`src/rtl/sm_pkg.sv`:
```
package sm_pkg;

  // Direction the gain index moves on the next frame tick
  typedef enum logic [1:0] {
    RAMP_HOLD = 2'd0,
    RAMP_DOWN = 2'd1,
    RAMP_UP   = 2'd2
  } ramp_dir_e;

  // Number of index bits needed for a ramp of 'steps' (inclusive of the end point)
  function automatic int idx_width(input int steps);
    return $clog2(steps) + 1;
  endfunction

endpackage

```
`src/rtl/sm_gain_ctrl.sv`:
```
module sm_gain_ctrl
  import sm_pkg::*;
#(
  parameter int STEPS = 1024,
  parameter int IDX_W = 11
) (
  input  logic             clk,
  input  logic             rst_n,
  input  logic             frame_tick,
  input  logic             mute_req,
  output logic [IDX_W-1:0] gain_idx,
  output logic             at_floor
);

  localparam logic [IDX_W-1:0] TOP = IDX_W'(STEPS);

  ramp_dir_e dir;

  // Pick a direction from the request and the end stops
  always_comb begin
    dir = RAMP_HOLD;
    if (mute_req) begin
      if (gain_idx != '0) dir = RAMP_DOWN;
    end else begin
      if (gain_idx != TOP) dir = RAMP_UP;
    end
  end

  always_ff @(posedge clk) begin
    if (!rst_n) begin
      gain_idx <= TOP;
    end else if (frame_tick) begin
      unique case (dir)
        RAMP_DOWN: gain_idx <= gain_idx - 1'b1;
        RAMP_UP:   gain_idx <= gain_idx + 1'b1;
        default:   gain_idx <= gain_idx;
      endcase
    end
  end

  assign at_floor = (gain_idx == '0);

endmodule

```
`src/rtl/sm_scale_lane.sv`:
```
module sm_scale_lane #(
  parameter int DATA_W = 24,
  parameter int IDX_W  = 11,
  parameter int SHIFT  = 10
) (
  input  logic signed [DATA_W-1:0] sample,
  input  logic        [IDX_W-1:0]  gain_idx,
  output logic signed [DATA_W-1:0] scaled
);

  localparam int PW = DATA_W + IDX_W + 1;

  logic signed [PW-1:0] s_ext;
  logic signed [PW-1:0] g_ext;
  logic signed [PW-1:0] prod;
  logic signed [PW-1:0] bias;
  logic signed [PW-1:0] shifted;

  always_comb begin
    s_ext   = PW'(sample);
    g_ext   = $signed({{(PW-IDX_W){1'b0}}, gain_idx});
    prod    = s_ext * g_ext;
    // Negative products get a bias so the arithmetic shift truncates toward zero
    bias    = prod[PW-1] ? PW'((1 << SHIFT) - 1) : '0;
    shifted = (prod + bias) >>> SHIFT;
    scaled  = shifted[DATA_W-1:0];
  end

endmodule

```
`src/rtl/sm_out_stage.sv`:
```
module sm_out_stage #(
  parameter int DATA_W = 24,
  parameter int LANES  = 2
) (
  input  logic                          clk,
  input  logic                          rst_n,
  input  logic                          in_valid,
  output logic                          in_ready,
  input  logic [LANES-1:0][DATA_W-1:0]  in_data,
  output logic                          out_valid,
  input  logic                          out_ready,
  output logic [LANES-1:0][DATA_W-1:0]  out_data
);

  assign in_ready = !out_valid || out_ready;

  always_ff @(posedge clk) begin
    if (!rst_n) begin
      out_valid <= 1'b0;
    end else if (in_ready) begin
      out_valid <= in_valid;
    end
  end

  for (genvar g = 0; g < LANES; g++) begin : g_lane_reg
    always_ff @(posedge clk) begin
      if (!rst_n) begin
        out_data[g] <= '0;
      end else if (in_valid && in_ready) begin
        out_data[g] <= in_data[g];
      end
    end
  end

endmodule

```
`src/rtl/soft_mute_ramp.sv`:
```
module soft_mute_ramp
  import sm_pkg::*;
#(
  parameter int DATA_W = 24,
  parameter int STEPS  = 1024
) (
  input  logic                     clk,
  input  logic                     rst_n,
  input  logic                     frame_tick,
  input  logic                     mute_req,
  input  logic                     in_valid,
  output logic                     in_ready,
  input  logic signed [DATA_W-1:0] in_left,
  input  logic signed [DATA_W-1:0] in_right,
  output logic                     out_valid,
  input  logic                     out_ready,
  output logic signed [DATA_W-1:0] out_left,
  output logic signed [DATA_W-1:0] out_right,
  output logic                     muted
);

  localparam int IDX_W = idx_width(STEPS);
  localparam int SHIFT = $clog2(STEPS);
  localparam int LANES = 2;

  logic [IDX_W-1:0]             gain_idx;
  logic                         at_floor;
  logic [LANES-1:0][DATA_W-1:0] lane_in;
  logic [LANES-1:0][DATA_W-1:0] lane_scaled;
  logic [LANES-1:0][DATA_W-1:0] lane_out;

  sm_gain_ctrl #(
    .STEPS (STEPS),
    .IDX_W (IDX_W)
  ) u_gain (
    .clk        (clk),
    .rst_n      (rst_n),
    .frame_tick (frame_tick),
    .mute_req   (mute_req),
    .gain_idx   (gain_idx),
    .at_floor   (at_floor)
  );

  assign lane_in[0] = in_left;
  assign lane_in[1] = in_right;

  for (genvar g = 0; g < LANES; g++) begin : g_scale
    logic signed [DATA_W-1:0] res;
    sm_scale_lane #(
      .DATA_W (DATA_W),
      .IDX_W  (IDX_W),
      .SHIFT  (SHIFT)
    ) u_lane (
      .sample   ($signed(lane_in[g])),
      .gain_idx (gain_idx),
      .scaled   (res)
    );
    assign lane_scaled[g] = res;
  end

  sm_out_stage #(
    .DATA_W (DATA_W),
    .LANES  (LANES)
  ) u_stage (
    .clk       (clk),
    .rst_n     (rst_n),
    .in_valid  (in_valid),
    .in_ready  (in_ready),
    .in_data   (lane_scaled),
    .out_valid (out_valid),
    .out_ready (out_ready),
    .out_data  (lane_out)
  );

  assign out_left  = $signed(lane_out[0]);
  assign out_right = $signed(lane_out[1]);
  assign muted     = at_floor && mute_req;

endmodule

```
`config.mk`:
```
export PLATFORM = sky130hd
export DESIGN_NAME = soft_mute_ramp
export DESIGN_NICKNAME = d
export VERILOG_FILES = /design/src/rtl/sm_pkg.sv /design/src/rtl/sm_gain_ctrl.sv /design/src/rtl/sm_scale_lane.sv /design/src/rtl/sm_out_stage.sv /design/src/rtl/soft_mute_ramp.sv
export SDC_FILE = /design/constraint.sdc
export NUM_CORES = 1
export LEC_CHECK = 0
export BUFFER_PORTS_ARGS = -buffer_cell sky130_fd_sc_hd__buf_2
export CAP_MARGIN = 10
export CORE_AREA = 2 2 246 151
export DETAILED_ROUTE_END_ITERATION = 7
export DIE_AREA = 0 0 248 153
export PLACE_DENSITY = 0.83
export SLEW_MARGIN = 0
export SYNTH_ARGS = -nofsm -noshare
export SYNTH_HDL_FRONTEND = slang
export SYNTH_SLANG_ARGS = --single-unit
```
`constraint.sdc`:
```
create_clock -name clk -period 23.3 [get_ports clk]
set_input_delay 1.165 -clock clk [delete_from_list [all_inputs] [get_ports clk]]
set_output_delay 1.165 -clock clk [all_outputs]
set_load 0.02 [all_outputs]
```
==> results of run 1 <==
-- worst min-delay path: stages, from the launching register on --
cell and delay, ns:
dfxtp_1 0.31, nand3_1 0.06, nand3_1 0.07
-- metal layers --
metal	part of all wire (%)	GRT usage, %
met4	2.0	7.19
met3	13	7.69
met2	43	49.5
met5	0	0
met1	43	50.9
-- worst min path at each step --
stage / end / depth (start not counted) / slack, ns
2_1_floorplan: u_gain.gain_idx[2] / 2 / 0.52
3_3_place_gp: u_stage.out_data[8] / 2 / 0.48
3_5_place_dp: u_stage.out_data[8] / 2 / 0.48
4_1_cts: u_stage.out_data[8] / 2 / 0.49
5_1_grt: u_stage.out_data[8] / 2 / 0.51
6_report: u_stage.out_data[8] / 2 / 0.49
-- area by class of cell --
type,count,area [um^2],share of cell area (%)
well taps,476,596,2.48
inverters,646,2420,10.1
multi-input cells,1937,18900,78.5
clock buffers,9,225,0.938
clock inverters,7,51.3,0.214
repair buffers,120,641,2.67
flip-flops and latches,60,1210,5.05
-- kinds of logic after synthesis --
| family | after synthesis |
|---|---|
| AND/OR/NAND/NOR | 844 |
| buffers and inverters | 790 |
| adder cells (fa/ha/maj) | 636 |
| AO/OA/AOI/OAI | 343 |
| XOR/XNOR | 104 |
| flip-flops | 60 |
| multiplexers | 10 |
-- synth_stat cells (all sizes together), types with 5 or more instances --
| cell | count | area [um^2] |
|---|---|---|
| ha | 169 | 2110 |
| clkbuf | 139 | 524 |
| xor2 | 39 | 342 |
| a21o | 30 | 225 |
| and3 | 17 | 106 |
| and2 | 153 | 957 |
| a311o | 7 | 70.1 |
| or4 | 9 | 71.3 |
| o21bai | 14 | 105 |
| nand4 | 19 | 119 |
| or2 | 7 | 43.8 |
| nor2b | 5 | 31.3 |
| o31ai | 5 | 42.5 |
| mux2i | 10 | 100 |
| nand3 | 32 | 160 |
| dfxtp | 60 | 1200 |
| buf | 5 | 22.5 |
| nand2 | 440 | 1650 |
| o21a | 12 | 90.1 |
| fa | 467 | 9350 |
| o31a | 7 | 61.3 |
| a31oi | 25 | 156 |
| a211oi | 22 | 165 |
| or3 | 10 | 62.6 |
| and4 | 10 | 87.6 |
| nor2 | 62 | 233 |
| o211ai | 9 | 72.6 |
| a2111oi | 5 | 62.6 |
| a21oi | 95 | 487 |
| nor3b | 7 | 52.6 |
| o21ai | 63 | 323 |
| inv | 646 | 2420 |
| nand2b | 12 | 75.1 |
| xnor2 | 64 | 561 |
| a311oi | 8 | 70.1 |
| o311ai | 6 | 70.1 |
| nor3 | 26 | 130 |
| nor4 | 15 | 93.8 |
| a21boi | 10 | 78.8 |
-- registers in the layout (all words and copies together) (netlist names) --
name / flops
u_gain.gain_idx: 11
u_stage.out_data: 48
u_stage.out_valid: 1
-- per-stage QoR --
stage                     hold slack, ns  instances  cell area, um^2
after floorplan                    0.523       2787            23000
after global placement             0.476       3238            23700
after detailed placement           0.478       3238            23700
after CTS                          0.489       3254            24000
after global routing               0.514       3255            24000
final                              0.490       3255            24000
==> results.md, run 1 <==
* Status: finished clean
* First-pass detailed-route iteration total at 6
* Compound-Gate Fraction of Synth Area at around a tenth
* Warnings, synthesis at 0
* Filler cell count at approximately 2900
* Post-Syn Instances at between 2000 and 3000
* Critical Path Fanout Max at 36
* Max-Cap Viols at 0
* Largest family of logic cells by synthesized area: adder cells
* Final antenna diode count at 0
* Setup Buffers After CTS at 0
* Fmax achieved at between 100 and 150 MHz
* Share of layout cells above drive strength 1 at under 10%
* Routability Congestion at roughly 1
* Netlist cell types at 73
* # IOs at ~110
* Clock Sink Count at 60
* Worst Skew at ~0.0083 ns
* Vias after detailed routing at between 15000 and 20000
* Congestion Overflow GR at 0
* Port bufs at ~100
* Largest net degree at the start of global routing at between 80 and 90
* Buf/Inv on CP at 4
* Hold WC Path Type: register to register
* Slowest CP cell: dfxtp_1
* Clk buf depth at 2
* Critical path capture point type: register
* Slew Viols, Final at 0
* # hold bufs at CTS at 0
* Die area at ~38000 um^2
* Slew @ Worst Pin at about 1.1 ns
* Worst R2R Path Depth at 26
* Crit path DAT at roughly 9.5 ns
* Reg2reg end: u_stage.out_data[16]
* Initial Utilization at about 64%
* Reg2reg start: u_gain.gain_idx[8]
* Crit start category: register
* Synth Area in Adders at around 50%
* Max stage delay on crit path at 0.89 ns
* #FFs+latches synth at 60
* Iteration-0 DRC count of the detailed router at between 2000 and 2500
* Number of CTS-inserted buffers at 9
* Main synth FF type: dfxtp_1
* Initial antenna violation count at 0
* Commonest non-fill, non-tap cells in the layout: 646 x inv_1, 467 x fa_1, 440 x nand2_1, 169 x ha_1, 152 x and2_1
* Final Cycle Share at between 40 and 50%
* Routed Antenna Nets at 0
* Core Util, Final at 67.2%
* Avg Inst Size Synth at about 8.3 um^2
* Final nets at approximately 3500
* Number of global-route vias before repair at 19800
* Rows at between 50 and 60
* Clk root buf: clkbuf_16
* Critical Path RT at 23.50 ns
* Clock transition at path regs at about 0.06 ns
* Worst setup path startpoint: u_gain.gain_idx[8]
* Dpl hpwl at 49500 um
* XOR/XNOR share of the synthesized area at ~4%
* Crit path to: u_stage.out_data[16]
* Area Growth Syn to Fin at 4.24%
* Tmin final at between 9 and 10 ns
* Setup_tns at 0 ns
* Hold_sp: u_stage.out_data[8]
* Via density at between 5 and 6
* Syn Nets at ~3500
* Simple-Gate Fraction of Synth Area at 17.6%
* Remaining DRCs at 0
* Syn Std Cell Area at ~23000 um^2
* Die H at 153 um
* First-pass GRT wire length at approximately 100000 um
* Relative slew slack at between 20% and 30%
* Final hold vios at 0
* DR WL/cell at ~19 um
* Post-synth EDFFs at 0
* Async set-or-reset flop fraction in the synthesized netlist at 0%
* Post-CTS Resized at 0
* Setup WS post-layout at approximately 14 ns
* Final WL at about 61000 um
* Crit-path most repeated cell: fa_1
* Post-synthesis mux area share at less than 1%
* R2R Setup Slk at roughly 14 ns
* Final Setup Violations at 0
* H-tree levels at 3
* RSZ-0062 raised after global routing: no
* Core region area at about 36000 um^2
* Critical path type: register to register
* Post-Place Worst Slack at 14.04 ns
* Gr usage total at about a third
* Sequential cell area fraction in the yosys report at between 5 and 6%
* Worst path depth at 26
* CTS tree: done
* Die width at roughly 250 um
* Clk_lat worst skew at 0.34 ns
* CP delay by family, top: adder cells
* Commonest non-fill, non-tap cell in the layout: inv_1
Power of run 1 is left out: the tool's default activity adds up to more than one toggle a clock period on the data nets, which glitch-free logic cannot reach.
==> run 2: changes to the inputs <==
- CORE_AREA: 2 2 246 151 -> 2 2 259 159
- DIE_AREA: 0 0 248 153 -> 0 0 261 161
- PLACE_DENSITY: 0.83 -> 0.79
- clock period: 23.3 -> 7.8 ns (I/O delays scaled with it)
==> results.md, run 2 (synthesized netlist as in run 1, its figures left out) <==
* Final WL at 66300 um
* Vias after detailed routing at between 15000 and 20000
* # IOs at around 110
* Commonest non-fill, non-tap cells in the layout: 645 x inv_1, 464 x fa_1, 438 x nand2_1, 167 x ha_1, 151 x and2_1
* Die width at approximately 260 um
* Gr usage total at roughly a third
* Crit start category: register
* Clk buf depth at 2
* Filler cell count at approximately 3400
* Non-Filler Instances at between 3000 and 4000
* Clock transition at path regs at approximately 0.060 ns
* RSZ-0062 raised after global routing: yes
* First-pass detailed-route iteration total at 6
* Clk_lat worst skew at 0.36 ns
* Dpl hpwl at ~53000 um
* Fmax achieved at 131 MHz
* Clock Sink Count at 60
* First-pass GRT wire length at approximately 110000 um
* Max-Cap Viols at 0
* Reg2reg end: u_stage.out_data[10]
* R2R Setup Slk at roughly 0.20 ns
* Top Registers: u_stage.out_data: 48 flops, u_gain.gain_idx: 11 flops, u_stage.out_valid: 1 flops
* Share of layout cells above drive strength 1 at 11.0%
* CTS tree: done
* Area of the multi-input gates at between 15000 and 20000 um^2
* DP Cell Count at 3380
* Critical Path RT at between 8 and 9 ns
* Via density at around 5.8
* Relative slew slack at between 15 and 20%
* Crit-path most repeated cell: fa_1
* Final Cycle Share at a little over nine tenths
* Number of global-route vias before repair at 20500
* Slew Viols, Final at 0
* Initial antenna violation count at 2
* Rows at 57
* Critical path capture point type: register
* Crit path DAT at ~7.9 ns
* Remaining DRCs at 0
* FF/Latch Area at about 1200 um^2
* Iteration-0 DRC count of the detailed router at between 2000 and 2500
* Number of CTS-inserted buffers at 9
* Commonest non-fill, non-tap cell in the layout: inv_1
* Clk root buf: clkbuf_16
* Critical Path Fanout Max at 30
* Final hold vios at 0
* Reg2reg start: u_gain.gain_idx[6]
* Max stage delay on crit path at between 0.5 and 0.6 ns
* Initial Utilization at between 50 and 60%
* Congestion Overflow GR at 0
* Worst Skew at between 0.008 and 0.009 ns
* Max FFs per register at 48
* Final Setup Violations at 0
* DR WL/cell at approximately 19 um
* Die area at between 40000 and 50000 um^2
* Routability Congestion at 0.982
* Routed Antenna Nets at 0
* Hold WC Path Type: primary input to register
* # hold bufs at CTS at 0
* Die H at between 150 and 200 um
* Slowest CP cell: fa_1
* Top reg by flops: u_stage.out_data
* Port bufs at ~100
* Crit path to: u_stage.out_data[10]
* Worst R2R Path Depth at 30
* Worst setup path startpoint: u_gain.gain_idx[6]
* Critical path type: register to register
* Slew @ Worst Pin at ~1.3 ns
* Tmin final at approximately 7.6 ns
* Area Growth Syn to Fin at 9.79%
* Final nets at roughly 3600
* Core region area at 39800 um^2
* Largest net degree at the start of global routing at 87
* H-tree levels at 3
* Status: finished clean
## run 2: cell types whose count changed in the layout (fill, tap and decap cells not counted), sizes merged
cell,delta
buf,+106
bufinv,+1
clkbuf,+2
clkinv,-1
diode,+1
## run 2: area by class of cell
class | instances | share of cell area [%]
sequential | 60 | 4.87
inverter | 646 | 9.61
clock inverter | 7 | 0.292
timing repair buffer | 228 | 6.36
clock buffer | 9 | 0.891
antenna | 1 | 0.00990
multi-input combinational | 1937 | 75.4
tap | 531 | 2.63
## run 2: worst max-delay path, delay by kind of cell, from the launching register on
family	cells	cell delay, ns
compound gates	6	1.73
xor+xnor	1	0.14
fa+ha+maj	7	3.10
buf+inv	8	0.84
flops	1	0.39
simple gates	8	1.30
## run 2: per-stage QoR
stage	cell area (um^2)	util (%)	hold WS (ns)	TNS (ns)	setup slack [ns]
after floorplan	23000	-	0.519	0	0.0932
after global placement	24500	61.5	0.480	-3.16	-0.420
after detailed placement	24500	61.5	0.484	-5.82	-0.596
after CTS	24800	62.4	0.277	0	0.0390
after global routing	25300	63.5	0.313	-0.133	-0.0501
final	25300	63.5	0.287	0	0.195
## run 2: how the worst min path moves through the flow
stage                                    start              endpoint  slack (ns)  cells past startpoint
final                                 in_valid     u_stage.out_valid        0.29                      3
after global routing                  in_valid     u_stage.out_valid        0.31                      3
after CTS                             in_valid     u_stage.out_valid        0.28                      3
after detailed placement  u_stage.out_data[37]  u_stage.out_data[37]        0.48                      1
after global placement     u_stage.out_data[8]   u_stage.out_data[8]        0.48                      2
after floorplan                       in_valid     u_stage.out_valid        0.52                      2
## run 2: repair_timing
item / in CTS / in global routing
pin swaps: 2 / 11
gates resized for setup: 11 / 47
endpoints found under the setup margin: 29 / 38
setup buffers: 1 / 20
gates cloned: 0 / 2
## run 2: layer usage
layer	track usage [%]	share of wire, %	vias to the layer above	wire (um)
met1	47.8	42	9689	28100
li1	-	-	8741	-
met4	9.04	2.9	2	1930
met5	0	0.017	-	11
met2	47.4	42	1214	27800
met3	7.41	13	179	8490
Power of run 2 is left out for the same reason.
